File: src/rtl/tmr_pkg.sv
package tmr_pkg;

  // Byte-access scheme carried in control-word bits 5:4
  typedef enum logic [1:0] {
    ACC_SNAP = 2'b00,
    ACC_HI   = 2'b01,
    ACC_LO   = 2'b10,
    ACC_PAIR = 2'b11
  } acc_e;

  typedef struct packed {
    logic [1:0] sel;
    acc_e       acc;
    logic [2:0] mode;
    logic       bcd;
  } ctl_word_t;

endpackage

File: src/rtl/tmr_cw_decode.sv
module tmr_cw_decode
  import tmr_pkg::*;
#(
  parameter int NCH = 3,
  parameter int DW  = 8
) (
  input  logic [1:0]    addr,
  input  logic          wr_en,
  input  logic          rd_en,
  input  logic [DW-1:0] wr_data,
  output logic [NCH-1:0] cw_set,
  output logic [NCH-1:0] cw_snap,
  output logic [NCH-1:0] dat_we,
  output logic [NCH-1:0] dat_re,
  output logic [2:0]    f_mode,
  output logic          f_bcd,
  output acc_e          f_acc
);
  localparam logic [1:0] CTL_ADDR = 2'd3;

  ctl_word_t cw;
  logic      is_ctl;

  assign cw     = ctl_word_t'(wr_data[7:0]);
  assign is_ctl = wr_en && (addr == CTL_ADDR);
  assign f_mode = cw.mode;
  assign f_bcd  = cw.bcd;
  assign f_acc  = cw.acc;

  for (genvar i = 0; i < NCH; i++) begin : g_dec
    logic hit;
    assign hit        = is_ctl && (cw.sel == 2'(i));
    assign cw_set[i]  = hit && (cw.acc != ACC_SNAP);
    assign cw_snap[i] = hit && (cw.acc == ACC_SNAP);
    assign dat_we[i]  = wr_en && (addr == 2'(i));
    assign dat_re[i]  = rd_en && (addr == 2'(i));
  end
endmodule

File: src/rtl/tmr_chan_regs.sv
module tmr_chan_regs
  import tmr_pkg::*;
#(
  parameter int DW = 8
) (
  input  logic            clk,
  input  logic            rst_n,
  input  logic            cw_set,
  input  logic            cw_snap,
  input  logic [2:0]      f_mode,
  input  logic            f_bcd,
  input  acc_e            f_acc,
  input  logic            dat_we,
  input  logic            dat_re,
  input  logic [DW-1:0]   wdata,
  input  logic [2*DW-1:0] live,
  output logic [2:0]      mode,
  output logic            bcd,
  output logic [2*DW-1:0] load_val,
  output logic            load,
  output logic            half,
  output logic [DW-1:0]   rd_byte
);
  localparam int CW = 2 * DW;

  acc_e          acc;
  logic          wtgl;
  logic          rtgl;
  logic          snapped;
  logic [DW-1:0] stage;
  logic [CW-1:0] hold;
  logic [CW-1:0] src;

  always_ff @(posedge clk) begin
    if (!rst_n) begin
      mode     <= '0;
      bcd      <= 1'b0;
      acc      <= ACC_PAIR;
      wtgl     <= 1'b0;
      rtgl     <= 1'b0;
      snapped  <= 1'b0;
      stage    <= '0;
      hold     <= '0;
      load_val <= '0;
      load     <= 1'b0;
      half     <= 1'b0;
    end else begin
      load <= 1'b0;
      if (cw_set) begin
        mode    <= f_mode;
        bcd     <= f_bcd;
        acc     <= f_acc;
        wtgl    <= 1'b0;
        rtgl    <= 1'b0;
        snapped <= 1'b0;
        half    <= 1'b0;
      end else begin
        if (cw_snap && !snapped) begin
          snapped <= 1'b1;
          hold    <= live;
        end
        if (dat_re) begin
          if (acc == ACC_PAIR) rtgl <= ~rtgl;
          if (snapped && (acc != ACC_PAIR || rtgl)) snapped <= 1'b0;
        end
        if (dat_we) begin
          unique case (acc)
            ACC_LO: begin
              load_val <= {{DW{1'b0}}, wdata};
              load     <= 1'b1;
            end
            ACC_HI: begin
              load_val <= {wdata, {DW{1'b0}}};
              load     <= 1'b1;
            end
            default: begin
              if (!wtgl) begin
                stage <= wdata;
                wtgl  <= 1'b1;
                half  <= 1'b1;
              end else begin
                load_val <= {wdata, stage};
                load     <= 1'b1;
                wtgl     <= 1'b0;
                half     <= 1'b0;
              end
            end
          endcase
        end
      end
    end
  end

  assign src = snapped ? hold : live;

  always_comb begin
    unique case (acc)
      ACC_HI:   rd_byte = src[CW-1:DW];
      ACC_PAIR: rd_byte = rtgl ? src[CW-1:DW] : src[DW-1:0];
      default:  rd_byte = src[DW-1:0];
    endcase
  end
endmodule

File: src/rtl/tmr_host_port.sv
module tmr_host_port
  import tmr_pkg::*;
#(
  parameter int DW = 8
) (
  input  logic              clk,
  input  logic              rst_n,
  input  logic [1:0]        addr,
  input  logic              wr_en,
  input  logic              rd_en,
  input  logic [DW-1:0]     wr_data,
  input  logic [3*2*DW-1:0] live_cnt,
  output logic [DW-1:0]     rd_data,
  output logic [3*3-1:0]    ch_mode,
  output logic [2:0]        ch_bcd,
  output logic [3*2*DW-1:0] ch_load_val,
  output logic [2:0]        ch_load,
  output logic [2:0]        ch_half
);
  localparam int NCH = 3;
  localparam int CW  = 2 * DW;

  logic [NCH-1:0] cw_set, cw_snap, dat_we, dat_re;
  logic [2:0]     f_mode;
  logic           f_bcd;
  acc_e           f_acc;
  logic [DW-1:0]  rdb [NCH];
  logic [DW-1:0]  rd_next;

  tmr_cw_decode #(.NCH(NCH), .DW(DW)) u_dec (
    .addr(addr), .wr_en(wr_en), .rd_en(rd_en), .wr_data(wr_data),
    .cw_set(cw_set), .cw_snap(cw_snap), .dat_we(dat_we), .dat_re(dat_re),
    .f_mode(f_mode), .f_bcd(f_bcd), .f_acc(f_acc)
  );

  for (genvar i = 0; i < NCH; i++) begin : g_ch
    tmr_chan_regs #(.DW(DW)) u_ch (
      .clk(clk), .rst_n(rst_n),
      .cw_set(cw_set[i]), .cw_snap(cw_snap[i]),
      .f_mode(f_mode), .f_bcd(f_bcd), .f_acc(f_acc),
      .dat_we(dat_we[i]), .dat_re(dat_re[i]), .wdata(wr_data),
      .live(live_cnt[i*CW +: CW]),
      .mode(ch_mode[i*3 +: 3]), .bcd(ch_bcd[i]),
      .load_val(ch_load_val[i*CW +: CW]), .load(ch_load[i]),
      .half(ch_half[i]), .rd_byte(rdb[i])
    );
  end

  always_comb begin
    rd_next = '0;
    for (int i = 0; i < NCH; i++) begin
      if (addr == 2'(i)) rd_next = rdb[i];
    end
  end

  always_ff @(posedge clk) begin
    if (!rst_n)     rd_data <= '0;
    else if (rd_en) rd_data <= rd_next;
  end
endmodule

File: config.mk
export PLATFORM = sky130hd
export DESIGN_NAME = tmr_host_port
export DESIGN_NICKNAME = d
export VERILOG_FILES = /design/src/rtl/tmr_pkg.sv /design/src/rtl/tmr_cw_decode.sv /design/src/rtl/tmr_chan_regs.sv /design/src/rtl/tmr_host_port.sv
export SDC_FILE = /design/constraint.sdc
export NUM_CORES = 1
export LEC_CHECK = 0
export ABC_AREA = 1
export BUFFER_PORTS_ARGS = -buffer_cell sky130_fd_sc_hd__buf_2
export CORE_UTILIZATION = 60
export CTS_CLUSTER_DIAMETER = 80
export DETAILED_ROUTE_END_ITERATION = 10
export PLACE_DENSITY = 0.85
export SLEW_MARGIN = 40
export SYNTH_ARGS = -nofsm -noshare
export SYNTH_HDL_FRONTEND = slang
export SYNTH_SLANG_ARGS = --single-unit
File: constraint.sdc
create_clock -name clk -period 3.5 [get_ports clk]
set_input_delay 1.05 -clock clk [delete_from_list [all_inputs] [get_ports clk]]
set_output_delay 1.05 -clock clk [all_outputs]
set_load 0.03 [all_outputs]
Word-level counts from Yosys, hierarchy flattened
Index checks and enable logic that the tools add are counted.
{"block": "totals", "output_inout_bits": 74, "reg_bits": 158}
{"block": "classes", "muxes": 36, "reduce_logical": 59, "n_bitwise": 16, "n_eq_ne": 17}
{"operator": "2-to-1 mux 16 bit", "n": 6}
{"operator": "one-hot mux 16 bit (2 select lines)", "n": 3}
{"operator": "2-to-1 mux 8 bit", "n": 6}
{"operator": "one-hot mux 8 bit (2 select lines)", "n": 3}
{"operator": "logical AND 1 bit", "n": 22}
{"operator": "equality test 2 bit, second input constant", "n": 9}
{"operator": "2-to-1 mux 1 bit", "n": 18}
{"operator": "AND reduction 2 bit", "n": 9}
{"operator": "inverter 1 bit", "n": 16}
{"operator": "AND reduction 4 bit", "n": 3}
{"operator": "OR reduction 2 bit", "n": 6}
{"operator": "equality test 2 x 1 -> 1 bit, second input constant", "n": 5}
{"operator": "AND reduction 3 bit", "n": 3}
{"operator": "nonzero test 3 bit", "n": 3}
{"operator": "OR reduction 3 bit", "n": 3}
{"operator": "zero test 2 bit", "n": 3}
{"operator": "!= test 2 bit, second input constant", "n": 3}
{"operator": "zero test 1 bit", "n": 3}
{"operator": "logical OR 1 bit", "n": 3}
{"operator": "nonzero test 2 bit", "n": 1}

Logic depth before layout (Yosys ltp)
Gate-level depths: netlist (run 1).
{"block": "logic_depth", "ltp_word": 8, "mapped_depth": 11}

Modules after synthesis
Synthesis (run 1) repeated with hierarchy kept, for this count alone.
{"block": "hier_totals", "cells_unflattened": 1251, "hier_area_um2": 8054.0}
{"mod": "tmr_chan_regs at g_ch[0].u_ch ...", "n_inst": 2, "area_each_um2": 2476.1, "cells_per_inst": 383}
{"mod": "tmr_chan_regs at g_ch[2].u_ch", "n_inst": 1, "area_each_um2": 2449.8, "cells_per_inst": 373}
{"mod": "tmr_host_port", "n_inst": 1, "area_each_um2": 491.7, "cells_per_inst": 78}
{"mod": "tmr_cw_decode", "n_inst": 1, "area_each_um2": 160.2, "cells_per_inst": 34}

Worst setup path after synthesis (run 1)
Ideal clock, no wire load.
{"block": "synth_path", "path_type": "in2reg", "from": "input wr_data[7]", "to": "register g_ch[0].u_ch.hold[10]", "slack_ps": 1410, "arrival_ps": 1962, "path_buffers": 3, "path_stages": 7, "required_ps": 3372, "path_cell_list": "buf_2 > nor3_2 > nand3_1 > buf_2 > buf_2 > o21ai_0 > nor2_1"}
{"block": "synth_via", "elab_chain_cells": 5}
{"item": "start: declaration", "line": "tmr_host_port.sv:11", "source": "input logic [DW-1:0] wr_data,"}
{"item": "zero test 2 bit (*)", "line": "tmr_cw_decode.sv:32", "source": "assign hit = is_ctl && (cw.sel == 2'(i));"}
{"item": "logical AND 1 bit (*)", "line": "tmr_cw_decode.sv:32"}
{"item": "logical AND 1 bit (on tied branches)", "line": "tmr_cw_decode.sv:34, tmr_cw_decode.sv:33"}
{"item": "logical AND 1 bit or inverter 1 bit (tied branches)"}
{"item": "AND reduction 2 bit (no source line) (*)"}
{"item": "end signal: assignment", "line": "tmr_chan_regs.sv:60", "source": "hold <= live;"}
{"item": "end: declaration", "line": "tmr_chan_regs.sv:31", "source": "logic [CW-1:0] hold;"}
Mark *: on every way between the ends. The rest lies on a longest branch, timed or not.
A chain may end at the register's enable or synchronous reset.

Worst setup path after layout (run 1)
{"block": "layout_path", "from": "input wr_data[7]", "to": "register g_ch[1].u_ch.snapped"}
{"block": "layout_via", "elab_chain_cells": 7}
{"item": "equality test 2 x 1 -> 1 bit (*)", "line": "tmr_cw_decode.sv:32"}
{"item": "logical AND 1 bit (*)", "line": "tmr_cw_decode.sv:32"}
{"item": "logical AND 1 bit", "line": "tmr_cw_decode.sv:34", "source": "assign cw_snap[i] = hit && (cw.acc == ACC_SNAP);"}
{"item": "logical AND 1 bit", "line": "tmr_chan_regs.sv:58", "source": "if (cw_snap && !snapped) begin"}
{"item": "2-to-1 mux 1 bit", "line": "tmr_chan_regs.sv:58"}
{"item": "2-to-1 mux 1 bit", "line": "tmr_chan_regs.sv:64", "source": "if (snapped && (acc != ACC_PAIR || rtgl)) snapped <= 1'b0;"}
{"item": "2-to-1 mux 1 bit", "line": "tmr_chan_regs.sv:62", "source": "if (dat_re) begin"}
{"item": "end signal: assignment", "line": "tmr_chan_regs.sv:55", "source": "snapped <= 1'b0;"}
{"item": "end signal: assignment", "line": "tmr_chan_regs.sv:59", "source": "snapped <= 1'b1;"}
{"item": "end signal: assignment", "line": "tmr_chan_regs.sv:64"}
{"item": "end: declaration", "line": "tmr_chan_regs.sv:29", "source": "logic snapped;"}
Marked as above.

==> PnR_summary.wiki, run 1 <==
{| class="wikitable"
! Metric !! Value
|-
| Syn_nets || between 1000 and 1500
|-
| Mux share of post-synthesis cell area || 0
|-
| Wire length of the first global-routing pass || just over 30 mm
|-
| Number of antenna violations at the first check in global routing || 0
|-
| Pin count of the biggest net entering global routing || 47
|-
| GR Overflow Total || 0
|-
| Flops & latches, synth || 158
|-
| Number of cell rows || 40
|-
| Post-cts sizing count || 0
|-
| Remaining antenna violation count || 0
|-
| Number of warning messages in the yosys log || 0
|-
| Largest family of logic cells by synthesized area || simple AND/OR/NAND/NOR gates
|-
| Status || complete, no violations
|-
| Net switching component of the power || 1.03 mW
|-
| Final Max Slew Viols || 0
|-
| Non-filler instance count after layout || about 1400
|-
| Core Region || ~12000 µm²
|-
| Total number of H-tree levels || 4
|-
| Endpoints failing hold || 0
|-
| Number of inserted diodes || 0
|-
| I/O pin total || 136
|-
| Fraction of the yosys area taken by sequential cells || 0.426
|-
| Mapped Cells || 1079
|-
| MaxCap Viol Count || 0
|-
| Internal power of the cells || 3.11 mW
|-
| Layout Nets || 1245
|-
| Starting DRC count in detailed routing || 723
|-
| Synthesized-area fraction occupied by ao, oa, aoi and oai cells || 0.149
|-
| Post-layout min period || between 2000 and 2500 ps
|-
| Post-route worst setup slack || between 1000 and 1500 ps
|-
| Unrepaired setup endpoints after global routing || false
|-
| Sum Neg Setup Slack || 0 ps
|-
| Skew-Pair Late Insertion Delay || 430 ps
|-
| Routed vias/inst || approximately 5.4
|-
| Final setup fails || 0
|-
| Net Sw Frac || 0.249
|-
| Worst Path Max Fanout || 13
|-
| Area overhead of the layout relative to synthesis || 16.4%
|-
| Skew final || 5.20 ps
|-
| Total placed cells including tap cells || roughly 1300
|-
| Arithmetic-cell share of the synthesized area counting full adders, half adders and majority gates || 0.0168
|-
| Via count of the first global-routing pass || roughly 6500
|-
| Number of hold-repair buffers added at the cts stage || 0
|-
| Routed wire length || about 19 mm
|-
| Per-instance average area after synthesis || between 6 and 7 µm²
|-
| Most frequent standard cell in the layout excluding fill and tap cells || sky130_fd_sc_hd__nand2_1
|-
| Number of different library cells in the post-synthesis netlist || 36
|-
| Buffer depth of the longest clock path || 2
|-
| Die Height || around 110 µm
|-
| Combinational share of power || 0.091
|-
| Share of synthesized cell area in and, or, nand and nor gates || 0.314
|-
| Top library cells by usage in the layout, fill and taps aside || sky130_fd_sc_hd__nand2_1 (357), sky130_fd_sc_hd__dfxtp_1 (158), sky130_fd_sc_hd__buf_2 (135)
|-
| Horizontal extent of the die || between 100 and 150 µm
|-
| Share of the cycle needed by the critical path after routing || 0.648
|-
| Layout cell share with drive strength beyond 1 || 0.173
|-
| Worst IR drop on VDD || between 0.0002 and 0.0003 V
|-
| Pre-CTS setup slack || approximately 860 ps
|-
| Number of iterations in the first detailed-routing pass || 5
|-
| Post-CTS setup buffer count || 0
|-
| Root Buffer || sky130_fd_sc_hd__clkbuf_16
|-
| Critical path startpoint category || input port
|-
| Final weighted congestion in routability-driven placement || 0.837
|-
| Maximum clock rate || between 400 and 500 MHz
|-
| Endpoint kind of the worst setup timing path || register
|-
| Slew HR || 0.470
|-
| Per-cell routed wire length || approximately 14 µm
|-
| Cell Area, Synth || ~7400 µm²
|-
| Sum of net half-perimeters after detailed placement || between 10 and 15 mm
|-
| Combined global-route utilization of all metal layers || 0.300
|-
| Fraction of power consumed by sequential logic || 0.449
|-
| Pin slew with the least headroom to its limit || a little under 800 ps
|-
| TritonCTS clock tree || built
|-
| Drc violations || 0
|-
| Number of vias after detailed routing || around 7300
|-
| Pwr dens || ~480 nW/µm²
|-
| Type of the worst setup path || input port to register
|-
| Number of buffers created by CTS || 17
|-
| WP data arrival || 2580 ps
|-
| Clk pin slew, worst setup/hold paths || about 60 ps
|-
| Post-Synth XOR/XNOR Area || 0.00354
|-
| Hold WC Path Type || register to register
|-
| Die area || about 13000 µm²
|-
| Clock power share || 0.460
|-
| Starting Density || 0.616
|-
| Leakage power total || 4.18 nW
|-
| Num Clock Sinks || roughly 160
|-
| Data required, critical path || around 3800 ps
|-
| Number of buffers added on ports || ~140
|}
[synthesized netlist by cell type, drive strengths merged]
library cell | n | share of area
nand3 | 71 | 0.051
nand3b | 1 | 0.0010
clkinv | 2 | 0.0010
o211a | 7 | 0.0094
xor2 | 3 | 0.0035
clkbuf | 27 | 0.014
inv | 77 | 0.039
or2 | 1 | 0.00084
nand4 | 23 | 0.019
dlygate4sd1 | 2 | 0.0024
nor4 | 1 | 0.00084
buf | 41 | 0.034
a211oi | 3 | 0.0030
o211ai | 3 | 0.0030
nand2 | 362 | 0.19
a31oi | 8 | 0.0067
o21ai | 119 | 0.084
o31ai | 1 | 0.0010
a21oi | 63 | 0.042
nor3 | 3 | 0.0057
nor2 | 93 | 0.050
ha | 10 | 0.017
dfxtp | 158 | 0.43
[power groups by stage]
stage          registers, mW  clock network [mW]  logic, mW
3_3_place_gp            1.90                   0      0.366
3_5_place_dp            1.90                   0      0.372
2_1_floorplan           1.92                   0      0.224
6_report                1.86                1.90      0.379
4_1_cts                 1.86                1.92      0.375
5_1_grt                 1.86                1.99      0.421
[worst paths after layout]
check | from | to | slack [ps] | depth (start not counted)
max | wr_data[7] | g_ch[1].u_ch.snapped | 1230 | 8
min | g_ch[0].u_ch.load_val[5] | g_ch[0].u_ch.load_val[5] | 440 | 2
min reg2reg | g_ch[0].u_ch.load_val[5] | g_ch[0].u_ch.load_val[5] | 440 | 2
max reg2reg | g_ch[2].u_ch.acc[0] | g_ch[2].u_ch.stage[5] | 1270 | 8
[cells by family (layout without fill, tap and decap cells)]
family | count (synthesis) | after routing
buffers and inverters | 149 | 256
XOR/XNOR | 3 | 3
flip-flops | 158 | 158
adder cells (fa/ha/maj) | 10 | 10
AO/OA/AOI/OAI | 204 | 204
AND/OR/NAND/NOR | 555 | 555
[sequential cells by signal, summed over array words and instances (netlist names)]
name                flops
rd_data                 8
g_ch.u_ch.rtgl          3
g_ch.u_ch.hold         48
g_ch.u_ch.half          2
g_ch.u_ch.bcd           3
g_ch.u_ch.wtgl          1
g_ch.u_ch.mode          9
g_ch.u_ch.load          3
g_ch.u_ch.load_val     48
g_ch.u_ch.acc           6
g_ch.u_ch.snapped       3
g_ch.u_ch.stage        24
[final cells by class]
class                      instances  area, µm²
clock buffer                      19        453
clock inverter                    13        164
fill                            1017       3420
inverter                          79        297
multi-input combinational        772       3600
sequential                       158       3160
tap                              168        210
timing repair buffer             145        751
[layer usage]
layer	track usage	vias up	share of wire
met2	0.479	262	0.46
li1	-	3672	-
met4	0.124	0	0.022
met5	0	-	0
met3	0.0568	41	0.067
met1	0.400	3373	0.45
[through the flow]
stage          utilization  hold WS, ps  total power, mW  cell area, µm²
4_1_cts              0.716          446             4.16            8640
2_1_floorplan            -          425             2.15            7430
3_5_place_dp         0.665          436             2.27            8020
5_1_grt              0.716          463             4.28            8640
6_report             0.716          442             4.14            8640
3_3_place_gp         0.665          430             2.26            8020
[critical path, stage by stage]
cell and delay [ps]:
sky130_fd_sc_hd__buf_2 180, sky130_fd_sc_hd__inv_1 170, sky130_fd_sc_hd__nand2_1 70, sky130_fd_sc_hd__nor2_1 480, sky130_fd_sc_hd__buf_4 300, sky130_fd_sc_hd__nand2_1 140, sky130_fd_sc_hd__nand2_1 140, sky130_fd_sc_hd__a21oi_1 50
(Power assumes the default switching activity.)
==> inputs of run 2 (changes only) <==
CORE_UTILIZATION = 50   (was 60)
PLACE_DENSITY = 0.76   (was 0.85)
clock period = 1.8 ns   (was 3.5 ns; I/O delays follow)
==> PnR_summary.wiki, run 2 (synthesis gave the netlist of run 1 again) <==
{| class="wikitable"
! Metric !! Value
|-
| Post-cts sizing count || 0
|-
| Via count of the first global-routing pass || approximately 6300
|-
| Cell with the biggest individual delay on the critical path || sky130_fd_sc_hd__dfxtp_1
|-
| Status || complete, no violations
|-
| Post-CTS setup buffer count || 0
|-
| Final Max Slew Viols || 0
|-
| Slowest cell delay on critical path || between 300 and 400 ps
|-
| Number of buffers created by CTS || 17
|-
| Horizontal extent of the die || ~120 µm
|-
| Layout cell share with drive strength beyond 1 || 0.200
|-
| Starting Density || 0.511
|-
| Die Height || ~120 µm
|-
| Routed vias/inst || 5.11
|-
| GR Overflow Total || 0
|-
| Wire length of the first global-routing pass || 30.4 mm
|-
| Buffer depth of the longest clock path || 2
|-
| Die area || ~15000 µm²
|-
| Final weighted congestion in routability-driven placement || between 0.8 and 0.9
|-
| Area overhead of the layout relative to synthesis || 20.6%
|-
| Clk pin slew, worst setup/hold paths || around 70 ps
|-
| Unrepaired setup endpoints after global routing || false
|-
| Registers with the most flip-flops || g_ch.u_ch.hold: 48 flops, g_ch.u_ch.load_val: 48 flops, g_ch.u_ch.stage: 24 flops
|-
| Cells along the critical path || inv_1 -> ha_1 -> inv_1 -> o21ai_4 -> inv_2 -> nand2_2 -> o21ai_0
|-
| Remaining antenna violation count || 0
|-
| Data required, critical path || between 2000 and 2500 ps
|-
| Sum of net half-perimeters after detailed placement || between 10 and 15 mm
|-
| Number of antenna violations at the first check in global routing || 1
|-
| Sum of buffers and inverters on the critical path || 3
|-
| Type of the worst setup path || register to register
|-
| Area taken by flip-flops and latches || ~3200 µm²
|-
| Combined global-route utilization of all metal layers || 0.256
|-
| Total number of H-tree levels || 4
|-
| Number of hold-repair buffers added at the cts stage || 0
|-
| Critical path startpoint category || register
|-
| Hold WC Path Type || input port to register
|-
| Per-cell routed wire length || roughly 14 µm
|-
| Share of the cycle needed by the critical path after routing || 0.913
|-
| I/O pin total || around 140
|-
| Top library cells by usage in the layout, fill and taps aside || sky130_fd_sc_hd__nand2_1 (356), sky130_fd_sc_hd__dfxtp_1 (158), sky130_fd_sc_hd__buf_2 (135)
|-
| Layout Nets || between 1000 and 1500
|-
| Pin slew with the least headroom to its limit || 393 ps
|-
| Final Core Density || 0.616
|-
| Pin count of the biggest net entering global routing || 57
|-
| Num Clock Sinks || 158
|-
| Core Region || 14500 µm²
|-
| Cell with the most instances on the worst path || sky130_fd_sc_hd__inv_1
|-
| Area used by multi-input combinational logic || 3600 µm²
|-
| Slew HR || 0.738
|-
| TritonCTS clock tree || built
|-
| Drc violations || 0
|-
| Kind of cell adding the most delay to the critical path || buffers and inverters
|-
| Skew final || roughly 7.2 ps
|-
| MaxCap Viol Count || 0
|-
| Worst IR drop on VDD || 0.000641 V
|-
| Final setup fails || 0
|-
| Leakage power total || 4.37 nW
|-
| Skew-Pair Late Insertion Delay || about 430 ps
|-
| Pwr dens || slightly below 900 nW/µm²
|-
| Maximum clock rate || slightly above 600 MHz
|-
| Number of vias after detailed routing || between 7000 and 8000
|-
| Routed wire length || about 19 mm
|-
| Fillers || approximately 1400
|-
| Endpoint kind of the worst setup timing path || register
|-
| Endpoints failing hold || 0
|-
| Root Buffer || sky130_fd_sc_hd__clkbuf_16
|-
| Worst Path Max Fanout || 16
|-
| Number of iterations in the first detailed-routing pass || 6
|-
| Number of buffers added on ports || 135
|-
| Starting DRC count in detailed routing || about 600
|-
| WP data arrival || approximately 2000 ps
|-
| Number of cell rows || 44
|-
| Most frequent standard cell in the layout excluding fill and tap cells || sky130_fd_sc_hd__nand2_1
|-
| Sum Neg Setup Slack || 0 ps
|-
| Post-layout min period || between 1500 and 2000 ps
|}
run 2: cell types whose count changed in the layout (fill, tap and decap cells not counted), moves of 2 or more:
cell	previous run	this run
sky130_fd_sc_hd__buf_12	0	4
sky130_fd_sc_hd__inv_6	1	5
sky130_fd_sc_hd__inv_2	6	4
sky130_fd_sc_hd__bufinv_16	3	0
sky130_fd_sc_hd__inv_1	72	74
sky130_fd_sc_hd__buf_4	10	47
run 2: path summary, 6_finish.rpt:
kind / start / to / slack, ps / cells past startpoint
worst max-delay path: g_ch[2].u_ch.acc[0] / g_ch[2].u_ch.load_val[10] / 160 / 7
worst min-delay path: live_cnt[14] / g_ch[0].u_ch.hold[14] / 350 / 3
worst max register to register: g_ch[2].u_ch.acc[0] / g_ch[2].u_ch.load_val[10] / 160 / 7
worst min register to register: g_ch[0].u_ch.load_val[4] / g_ch[0].u_ch.load_val[4] / 440 / 2
run 2: worst register-to-register path, cell delays in order (launching register included):
cell and delay [ps]:
sky130_fd_sc_hd__dfxtp_1 390, sky130_fd_sc_hd__inv_1 60, sky130_fd_sc_hd__ha_1 300, sky130_fd_sc_hd__inv_1 150
sky130_fd_sc_hd__o21ai_4 70, sky130_fd_sc_hd__inv_2 220, sky130_fd_sc_hd__nand2_2 170, sky130_fd_sc_hd__o21ai_0 210
run 2: metal layers:
| layer | vias up | routed length (µm) | global-route usage |
|---|---|---|---|
| li1 | 3757 | - | - |
| met1 | 3255 | 8760 | 0.336 |
| met2 | 183 | 8850 | 0.415 |
| met3 | 29 | 1180 | 0.0586 |
| met4 | 0 | 348 | 0.0851 |
| met5 | - | 0 | 0 |
run 2: power by group:
group / switching, mW / total [mW] / internal [mW]
Clock: 1.56 / 3.39 / 1.83
Sequential: 0.0417 / 3.61 / 3.57
Combinational: 0.524 / 0.791 / 0.267
run 2: area by class of cell:
| cell class | count | area share |
|---|---|---|
| Antenna cell | 1 | 0.000279 |
| Clock buffer | 19 | 0.0495 |
| Clock inverter | 13 | 0.0117 |
| Inverter | 79 | 0.0335 |
| Multi-Input combinational cell | 772 | 0.402 |
| Sequential cell | 158 | 0.353 |
| Tap cell | 184 | 0.0257 |
| Timing Repair Buffer | 186 | 0.124 |
| Timing Repair inverter | 1 | 0.000559 |
run 2: metrics by stage:
step	instances	instance area, µm²	hold WS [ps]	power, mW	worst slack [ps]
after floorplan	1079	7430	425	4.17	115
after global placement	1379	8390	430	4.46	68.8
after detailed placement	1379	8390	435	4.47	44.3
after CTS	1411	8940	343	7.82	111
after global routing	1413	8960	368	8.08	19.8
final	1413	8960	351	7.79	157
==> inputs of run 3 (changes only) <==
REMOVE_ABC_BUFFERS = 1   (was unset)
==> PnR_summary.wiki, run 3 (synthesis gave the netlist of run 1 again) <==
{| class="wikitable"
! Metric !! Value
|-
| Top library cells by usage in the layout, fill and taps aside || sky130_fd_sc_hd__nand2_1 (355), sky130_fd_sc_hd__dfxtp_1 (158), sky130_fd_sc_hd__buf_2 (135)
|-
| Pin count of the biggest net entering global routing || 69
|-
| Worst Path Max Fanout || 6
|-
| Horizontal extent of the die || ~120 µm
|-
| Critical path startpoint category || register
|-
| MaxCap Viol Count || 0
|-
| Sum Neg Setup Slack || 0 ps
|-
| Most frequent standard cell in the layout excluding fill and tap cells || sky130_fd_sc_hd__nand2_1
|-
| Final Core Density || 0.621
|-
| I/O pin total || around 140
|-
| Total number of H-tree levels || 4
|-
| Area overhead of the layout relative to synthesis || 21.5%
|-
| Worst IR drop on VDD || between 0.0007 and 0.0008 V
|-
| Per-cell routed wire length || about 14 µm
|-
| Core Region || 14500 µm²
|-
| Skew-Pair Late Insertion Delay || 430 ps
|-
| Root Buffer || sky130_fd_sc_hd__clkbuf_16
|-
| Internal power of the cells || roughly 6.2 mW
|-
| Endpoint kind of the worst setup timing path || register
|-
| Total placed cells including tap cells || ~1400
|-
| Number of cell rows || 44
|-
| Final Max Slew Viols || 0
|-
| Post-route worst setup slack || around 64 ps
|-
| Net switching component of the power || 2.04 mW
|-
| Routed vias/inst || approximately 5.2
|-
| Maximum clock rate || just under 600 MHz
|-
| Post-layout min period || 1740 ps
|-
| Wire length of the first global-routing pass || about 31 mm
|-
| Fillers || 1358
|-
| Starting Density || 0.511
|-
| Combinational share of power || 0.095
|-
| Final Cell Area || 9020 µm²
|-
| Pwr dens || ~900 nW/µm²
|-
| Net Sw Frac || 0.248
|-
| Leakage power total || roughly 4.4 nW
|-
| Final setup fails || 0
|-
| Status || complete, no violations
|-
| WP data arrival || between 2000 and 2500 ps
|-
| Registers with the most flip-flops || g_ch.u_ch.hold: 48 flops, g_ch.u_ch.load_val: 48 flops, g_ch.u_ch.stage: 24 flops
|-
| Via count of the first global-routing pass || between 6000 and 7000
|-
| Routed wire length || 19.6 mm
|-
| Number of iterations in the first detailed-routing pass || 5
|-
| Starting DRC count in detailed routing || a little under 700
|-
| Number of hold-repair buffers added at the cts stage || 0
|-
| Number of vias after detailed routing || 7299
|-
| Number of buffers added on ports || about 140
|-
| Clk pin slew, worst setup/hold paths || about 60 ps
|-
| Type of the worst setup path || register to register
|-
| Data required, critical path || between 2000 and 2500 ps
|-
| Pre-CTS setup slack || 47.9 ps
|-
| Share of the cycle needed by the critical path after routing || 0.964
|-
| Remaining antenna violation count || 0
|-
| Final weighted congestion in routability-driven placement || between 0.8 and 0.9
|-
| Die area || between 15000 and 20000 µm²
|-
| Sum of net half-perimeters after detailed placement || between 10 and 15 mm
|-
| Drc violations || 0
|-
| Non-filler instance count after layout || 1408
|-
| Num Clock Sinks || between 150 and 200
|-
| Placed Instance Area || ~8300 µm²
|-
| TritonCTS clock tree || built
|-
| Number of buffers created by CTS || 17
|-
| Buffer depth of the longest clock path || 2
|-
| GR Overflow Total || 0
|-
| Worst slack on hold paths || 365 ps
|-
| Total Power || roughly 8 mW
|-
| Pin slew with the least headroom to its limit || between 300 and 400 ps
|-
| Endpoints failing hold || 0
|-
| Die Height || between 100 and 150 µm
|-
| Layout cell share with drive strength beyond 1 || 0.199
|-
| Fraction of power consumed by sequential logic || 0.440
|-
| Clock power share || 0.465
|-
| Slew HR || 0.742
|-
| Number of antenna violations at the first check in global routing || 0
|-
| Combined global-route utilization of all metal layers || 0.261
|-
| Layout Nets || about 1300
|-
| Hold WC Path Type || input port to register
|-
| Skew final || 10.7 ps
|}
run 3: per-layer routing:
layer  track usage  share of wire  up-vias  wire [µm]
li1              -              -     3745          -
met1         0.345           0.45     3321       8940
met2         0.418           0.47      200       9330
met3        0.0440          0.047       33        918
met4         0.110          0.024        0        463
met5             0              0        -          0
run 3: path summary, 6_finish.rpt:
path | from | endpoint | slack, ps | cells past startpoint
setup reg to reg | g_ch[2].u_ch.acc[0] | g_ch[2].u_ch.stage[0] | 60 | 9
setup / recovery | g_ch[2].u_ch.acc[0] | g_ch[2].u_ch.stage[0] | 60 | 9
hold / removal | live_cnt[41] | g_ch[2].u_ch.hold[9] | 360 | 3
hold reg to reg | g_ch[0].u_ch.load_val[4] | g_ch[0].u_ch.load_val[4] | 440 | 2
run 3: what timing repair did:
action	CTS	global route
resized for setup	0	6
hold endpoints to repair	0	0
setup endpoints to repair	0	25
buffers inserted	0	2
run 3: area by class of cell:
| cell class | count | area (µm²) | area share |
|---|---|---|---|
| multi-input cells | 772 | 3610 | 0.400 |
| flip-flops and latches | 158 | 3160 | 0.351 |
| repair buffers | 182 | 1080 | 0.120 |
| clock buffers | 18 | 439 | 0.0487 |
| inverters | 79 | 300 | 0.0333 |
| well taps | 184 | 230 | 0.0255 |
| clock inverters | 13 | 189 | 0.0209 |
| diodes | 2 | 5.00 | 0.000555 |
run 3: critical path: stages (launching register included):
cell and delay (ps):
sky130_fd_sc_hd__dfxtp_1 390, sky130_fd_sc_hd__inv_1 70, sky130_fd_sc_hd__ha_1 300, sky130_fd_sc_hd__inv_1 170, sky130_fd_sc_hd__nor2_1 80, sky130_fd_sc_hd__nand2_2 140, sky130_fd_sc_hd__clkinvlp_4 150, sky130_fd_sc_hd__buf_4 150
sky130_fd_sc_hd__nor2_1 110, sky130_fd_sc_hd__nor2_1 70
run 3: power groups by stage:
stage / logic [mW] / clock network, mW / registers, mW
final: 0.784 / 3.83 / 3.62
after CTS: 0.773 / 3.86 / 3.62
after global placement: 0.757 / 0 / 3.69
after global routing: 0.874 / 4.01 / 3.62
after floorplan: 0.360 / 0 / 3.75
after detailed placement: 0.766 / 0 / 3.69
